===== config.mk =====
export PLATFORM = sky130hd
export DESIGN_NAME = wl_cal_seq
export DESIGN_NICKNAME = d
export VERILOG_FILES = /design/src/rtl/wl_cal_pkg.sv /design/src/rtl/wl_settle_timer.sv /design/src/rtl/wl_octant_pick.sv /design/src/rtl/wl_lane_fine.sv /design/src/rtl/wl_cal_seq.sv
export SDC_FILE = /design/constraint.sdc
export NUM_CORES = 1
export LEC_CHECK = 0
export BUFFER_PORTS_ARGS = -buffer_cell sky130_fd_sc_hd__buf_2
export CAP_MARGIN = 25
export CORE_MARGIN = 1
export CORE_UTILIZATION = 53
export CTS_CLUSTER_SIZE = 10
export DETAILED_ROUTE_END_ITERATION = 7
export PLACE_DENSITY = 0.7
export SLEW_MARGIN = 5
export SYNTH_ARGS = -nofsm -noshare
export SYNTH_HDL_FRONTEND = slang
export SYNTH_SLANG_ARGS = --single-unit

===== constraint.sdc =====
create_clock -name clk -period 5.55 [get_ports clk]
set_input_delay 0.2775 -clock clk [delete_from_list [all_inputs] [get_ports clk]]
set_output_delay 0.2775 -clock clk [all_outputs]
set_load 0.01 [all_outputs]

===== src/rtl/wl_cal_pkg.sv =====
package wl_cal_pkg;
  typedef enum logic [1:0] {
    WL_IDLE = 2'd0,
    WL_WAIT = 2'd1,
    WL_PICK = 2'd2,
    WL_DONE = 2'd3
  } wl_state_e;

  typedef enum logic {
    PH_COARSE = 1'b0,
    PH_FINE   = 1'b1
  } wl_phase_e;
endpackage


===== src/rtl/wl_settle_timer.sv =====
module wl_settle_timer #(
  parameter int W = 8
) (
  input  logic         clk,
  input  logic         rst_n,
  input  logic         load,
  input  logic [W-1:0] load_val,
  output logic         expired
);
  logic [W-1:0] cnt_q;

  always_ff @(posedge clk) begin
    if (!rst_n)            cnt_q <= '0;
    else if (load)         cnt_q <= load_val;
    else if (cnt_q != '0)  cnt_q <= cnt_q - 1'b1;
  end

  assign expired = (cnt_q == '0);
endmodule


===== src/rtl/wl_octant_pick.sv =====
module wl_octant_pick #(
  parameter int OCT = 8,
  localparam int OW = $clog2(OCT)
) (
  input  logic [OCT-1:0] samples,
  output logic [OW-1:0]  base,
  output logic           err
);
  logic found;

  // Scan downward so the lowest rising position wins.
  always_comb begin
    base  = '0;
    found = 1'b0;
    for (int o = OCT - 1; o >= 0; o--) begin
      if (!samples[o] && samples[(o + 1) % OCT]) begin
        base  = OW'(o);
        found = 1'b1;
      end
    end
    err = !found;
  end
endmodule


===== src/rtl/wl_lane_fine.sv =====
module wl_lane_fine #(
  parameter int DLY_W     = 8,
  parameter int OW        = 3,
  parameter int STEP      = 32,
  parameter int CLAMP_LIM = 200
) (
  input  logic             clk,
  input  logic             rst_n,
  input  logic             clear,
  input  logic             sample_en,
  input  logic             fb,
  input  logic [DLY_W-1:0] dly_now,
  input  logic [OW-1:0]    base,
  input  logic             lane_err,
  input  logic             clamp_en,
  output logic [DLY_W-1:0] final_dly
);
  logic             hit_q;
  logic [DLY_W-1:0] last_low_q;
  logic [DLY_W-1:0] bound;
  logic [DLY_W-1:0] raw;

  always_ff @(posedge clk) begin
    if (!rst_n) begin
      hit_q      <= 1'b0;
      last_low_q <= '0;
    end else if (clear) begin
      hit_q      <= 1'b0;
    end else if (sample_en && !hit_q && fb) begin
      hit_q      <= 1'b1;
      last_low_q <= dly_now - 1'b1;
    end
  end

  // Next octant boundary, modulo one period.
  assign bound = DLY_W'((int'(base) + 1) * STEP);

  always_comb begin
    if (lane_err)   raw = '0;
    else if (hit_q) raw = last_low_q;
    else            raw = bound;
    final_dly = (clamp_en && (int'(raw) > CLAMP_LIM)) ? '0 : raw;
  end
endmodule


===== src/rtl/wl_cal_seq.sv =====
module wl_cal_seq #(
  parameter int LANES     = 4,
  parameter int OCT       = 8,
  parameter int DLY_W     = 8,
  parameter int SETTLE_W  = 8,
  parameter int CLAMP_LIM = 200
) (
  input  logic                     clk,
  input  logic                     rst_n,
  input  logic                     ctl_start,
  input  logic                     ctl_clamp,
  input  logic [SETTLE_W-1:0]      settle_cycles,
  input  logic [LANES-1:0]         lane_fb,
  output logic [LANES*DLY_W-1:0]   lane_dly,
  output logic [LANES+7:0]         wl_status,
  output logic [LANES-1:0]         res_half,
  output logic [LANES*(DLY_W-1)-1:0] res_offset
);
  import wl_cal_pkg::*;

  localparam int STEP  = (1 << DLY_W) / OCT;
  localparam int OW    = $clog2(OCT);
  localparam int SW    = $clog2(STEP) + 1;
  localparam int OFF_W = DLY_W - 1;

  wl_state_e        state_q;
  wl_phase_e        phase_q;
  logic [SW-1:0]    step_q;
  logic [OCT-1:0]   smp_q   [LANES];
  logic [OW-1:0]    base_q  [LANES];
  logic [LANES-1:0] err_q;
  logic             done_q;
  logic [DLY_W-1:0] res_q   [LANES];

  logic [OW-1:0]    pick_base [LANES];
  logic [LANES-1:0] pick_err;
  logic [DLY_W-1:0] lane_final [LANES];
  logic [DLY_W-1:0] dly_l      [LANES];

  logic expired, timer_load, smp_ev, last_step, start_acc;

  assign start_acc  = (state_q == WL_IDLE) && ctl_start;
  assign smp_ev     = (state_q == WL_WAIT) && expired;
  assign last_step  = (phase_q == PH_COARSE) ? (step_q == SW'(OCT - 1))
                                             : (step_q == SW'(STEP - 1));
  assign timer_load = start_acc || (smp_ev && !last_step) || (state_q == WL_PICK);

  wl_settle_timer #(.W(SETTLE_W)) u_timer (
    .clk      (clk),
    .rst_n    (rst_n),
    .load     (timer_load),
    .load_val (settle_cycles),
    .expired  (expired)
  );

  for (genvar l = 0; l < LANES; l++) begin : g_lane
    wl_octant_pick #(.OCT(OCT)) u_pick (
      .samples (smp_q[l]),
      .base    (pick_base[l]),
      .err     (pick_err[l])
    );

    always_comb begin
      dly_l[l] = '0;
      if (state_q == WL_WAIT) begin
        if (phase_q == PH_COARSE)
          dly_l[l] = DLY_W'(int'(step_q) * STEP);
        else if (!err_q[l])
          dly_l[l] = DLY_W'(int'(base_q[l]) * STEP + int'(step_q));
      end
    end

    wl_lane_fine #(
      .DLY_W(DLY_W), .OW(OW), .STEP(STEP), .CLAMP_LIM(CLAMP_LIM)
    ) u_fine (
      .clk       (clk),
      .rst_n     (rst_n),
      .clear     (state_q == WL_PICK),
      .sample_en (smp_ev && (phase_q == PH_FINE)),
      .fb        (lane_fb[l]),
      .dly_now   (dly_l[l]),
      .base      (base_q[l]),
      .lane_err  (err_q[l]),
      .clamp_en  (ctl_clamp),
      .final_dly (lane_final[l])
    );

    assign lane_dly[l*DLY_W +: DLY_W]   = dly_l[l];
    assign res_half[l]                  = res_q[l][DLY_W-1];
    assign res_offset[l*OFF_W +: OFF_W] = res_q[l][OFF_W-1:0];
  end

  always_ff @(posedge clk) begin
    if (!rst_n) begin
      state_q <= WL_IDLE;
      phase_q <= PH_COARSE;
      step_q  <= '0;
      err_q   <= '0;
      done_q  <= 1'b0;
      for (int l = 0; l < LANES; l++) begin
        smp_q[l]  <= '0;
        base_q[l] <= '0;
        res_q[l]  <= '0;
      end
    end else begin
      unique case (state_q)
        WL_IDLE: if (ctl_start) begin
          state_q <= WL_WAIT;
          phase_q <= PH_COARSE;
          step_q  <= '0;
          err_q   <= '0;
          done_q  <= 1'b0;
        end
        WL_WAIT: if (expired) begin
          if (phase_q == PH_COARSE)
            for (int l = 0; l < LANES; l++)
              smp_q[l][step_q[OW-1:0]] <= lane_fb[l];
          if (last_step)
            state_q <= (phase_q == PH_COARSE) ? WL_PICK : WL_DONE;
          else
            step_q <= step_q + 1'b1;
        end
        WL_PICK: begin
          for (int l = 0; l < LANES; l++) base_q[l] <= pick_base[l];
          err_q <= pick_err;
          if (&pick_err) begin
            state_q <= WL_DONE;
          end else begin
            state_q <= WL_WAIT;
            phase_q <= PH_FINE;
            step_q  <= SW'(1);
          end
        end
        WL_DONE: begin
          for (int l = 0; l < LANES; l++) res_q[l] <= lane_final[l];
          done_q  <= 1'b1;
          state_q <= WL_IDLE;
        end
        default: state_q <= WL_IDLE;
      endcase
    end
  end

  assign wl_status = {err_q, 6'b0, done_q, (state_q != WL_IDLE)};
endmodule


==> results_dict.tcl <==
set metrics [dict create \
    grt_start_max_net_pins 40 \
    critical_path.max_fanout 14 \
    end_kind "flop" \
    fin_crit_sh 0.5485 \
    slew_headroom 0.3096 \
    vias_per_cell 5.744 \
    place.gp.congestion 0.9322 \
    postRouteWirelength_um 18370 \
    clk_latency_ps 430 \
    syn2layout_area_growth_pct 14.40 \
    vias 5968 \
    nets 888 \
    ys.flop_type "edfxtp_1" \
    drtIter0Drc 475 \
    crit_path_cell_trace "inv_1, ha_1, nor4b_2, nand2_1, or3_1, nor2_1, mux2i_1, and2_1" \
    root_buffer "clkbuf_16" \
    fin_util 0.6304 \
    io_buffers 85 \
    dieArea_um2 14460 \
    h-tree-depth 4 \
    power_mw 2.966 \
    finalSetupViolations 0 \
    synth-edff-count 76 \
    fin_worst_skew_ps 4.060 \
    ys_types 63 \
    grt_first_pass_wirelength_um 28780 \
    fmax_mhz 328.5 \
    drc 0 \
    outcome "completed" \
    dr.pass1.iters 5 \
    post-route-min-period_ps 3044 \
    critical_path_class "flop to flop" \
    tns_ps 0 \
    post_cts_buffers 0 \
    cp.arrival_ps 3370 \
    postSynthCellCount 785 \
    layout-drive-gt1-share 0.1622 \
    start_kind "flop" \
    post_layout_nonfiller_instances 1039 \
    cts_resized 0 \
    grt_usage 0.2628 \
    maxCapViolations 0 \
    num_antenna_cells 0 \
    grt_pass1_vias 5589 \
    ys_seq_area_frac 0.4645 \
    tightest_slew_ps 1036 \
    grt_overflow_total 0 \
    timing_hold_violations_final 0 \
    core_um2 13450 \
    required_ps 5870 \
    numCtsBuffers 17 \
    yosys_warnings 0 \
    dpl.hpwl_um 13530 \
    cts_tree "yes" \
    fillerInstances 1128 \
    die_h_um 120.3 \
    clk_pin_slew_ps 60 \
    die_w_um 120.3 \
    placedCellCount 1007 \
    leakagePower_nw 3.788 \
    cts_hold_buffers 0 \
    rows 42 \
    netlist_area_um2 7413 \
    cts_buffer_depth 2 \
    ir_worst_vdd_mv 0.2086 \
    syn_avg_cell_area_um2 9.444 \
    cpPeakStageDelay_ps 660 \
    ioPinCount 92 \
    crit_family "simple AND/OR/NAND/NOR gates" \
    rsz0062_at_grt "false" \
    ys_ff_latch 134 \
    slew_violations 0 \
    power_density_nw_per_um2 349.7 \
    cts_sinks 134 \
    antenna_found_initial 0 \
    synth-async-reset-ratio 0 \
    critPathSlowestCell "nor2_1" \
    critPathBufInv 1 \
    antenna_left 0 \
    min_path_type "primary input to flop" \
    wl_per_cell_um 17.68 \
    initial_core_util 0.5511 \
]
Yosys cell counts, drive strengths merged (15+ instances only):
| master | n | area [µm²] |
|---|---|---|
| a21oi | 31 | 155.2 |
| and2 | 44 | 275.3 |
| nand2 | 84 | 315.3 |
| mux2i | 15 | 150.1 |
| nand3 | 22 | 110.1 |
| dfxtp | 58 | 1161 |
| buf | 15 | 111.4 |
| and3 | 17 | 106.4 |
| clkbuf | 31 | 116.4 |
| ha | 22 | 275.3 |
| nor2 | 63 | 244.0 |
| o21ai | 47 | 235.2 |
| edfxtp | 76 | 2282 |
| nor2b | 37 | 231.5 |
| nand2b | 24 | 150.1 |
| xnor2 | 15 | 131.4 |
| inv | 30 | 112.6 |
placed cells by master (no fill, tap or decap), types with 15 or more instances in the layout:
cell       count
edfxtp_1      76
and3_1        17
o21ai_0       47
buf_2         85
ha_1          22
inv_1         30
xnor2_1       15
nor2b_1       37
mux2i_1       15
dfxtp_1       58
a21oi_1       31
nand2_1       84
clkbuf_16     17
nand2b_1      24
and2_1        44
nor2_1        60
nand3_1       22
sequential cells by signal, summed over array words and instances, names as in the netlist:
register,flops
step_q,6
phase_q,1
u_timer.cnt_q,8
done_q,1
state_q,2
g_lane.u_fine.hit_q,4
base_q,12
err_q,4
g_lane.u_fine.last_low_q,32
res_q,32
smp_q,32
stage by stage:
stage	hold slack (ps)	area, µm²	setup slack (ps)
4_1_cts	81.50	8481	2516
6_report	92.72	8481	2506
3_5_place_dp	471.2	7865	2587
5_1_grt	106.2	8481	2265
2_1_floorplan	418.2	7432	3247
3_3_place_gp	460.6	7865	2745
power by group:
group	total, mW	internal, mW	leakage [nW]	switching [mW]
clock network	1.18	0.770	0.301	0.410
logic	0.583	0.219	2.23	0.364
registers	1.20	1.13	1.26	0.0721
metal layers:
metal,share of wire,track usage,vias to the layer above
met4,0.033,0.1335,0
met3,0.050,0.05094,40
met2,0.50,0.4504,206
met5,0,0,-
li1,-,-,2880
met1,0.42,0.3134,2842
path summary, 6_finish.rpt:
| kind | start | to | slack [ps] | cells after the start |
|---|---|---|---|---|
| max reg2reg | u_timer.cnt_q[0]$_SDFFE_PN0P_ | g_lane[3].u_fine.last_low_q[1]$_SDFFE_PN0P_ | 2510 | 8 |
| max | u_timer.cnt_q[0]$_SDFFE_PN0P_ | g_lane[3].u_fine.last_low_q[1]$_SDFFE_PN0P_ | 2510 | 8 |
| min | settle_cycles[6] | u_timer.cnt_q[6]$_SDFFE_PN0P_ | 90 | 2 |
| min reg2reg | g_lane[1].u_fine.last_low_q[5]$_SDFFE_PN0P_ | g_lane[1].u_fine.last_low_q[5]$_SDFFE_PN0P_ | 470 | 2 |
cell type report:
cell class | instances | area (µm²) | share of cell area
Multi-Input combinational cell | 579 | 3645 | 0.4298
Tap cell | 176 | 220.2 | 0.02597
Clock buffer | 22 | 464.2 | 0.05474
Sequential cell | 134 | 3443 | 0.4060
Timing Repair Buffer | 87 | 440.4 | 0.05193
Inverter | 31 | 116.4 | 0.01372
Clock inverter | 10 | 151.4 | 0.01785
logic make-up (layout without fill, tap and decap cells):
| family | count (synthesis) | in the layout | share of synthesized area |
|---|---|---|---|
| AOI/OAI and AO/OA | 147 | 147 | 0.1338 |
| xor gates and xnor gates | 29 | 29 | 0.03426 |
| adders and majority gates | 22 | 22 | 0.03713 |
| buffers and inverters | 77 | 150 | 0.04641 |
| DFF | 134 | 134 | 0.4645 |
| muxes | 15 | 15 | 0.02025 |
| other | 1 | 6 | 0.0005058 |
| and+or+nand+nor | 360 | 360 | 0.2631 |
(Power assumes the default switching activity.)
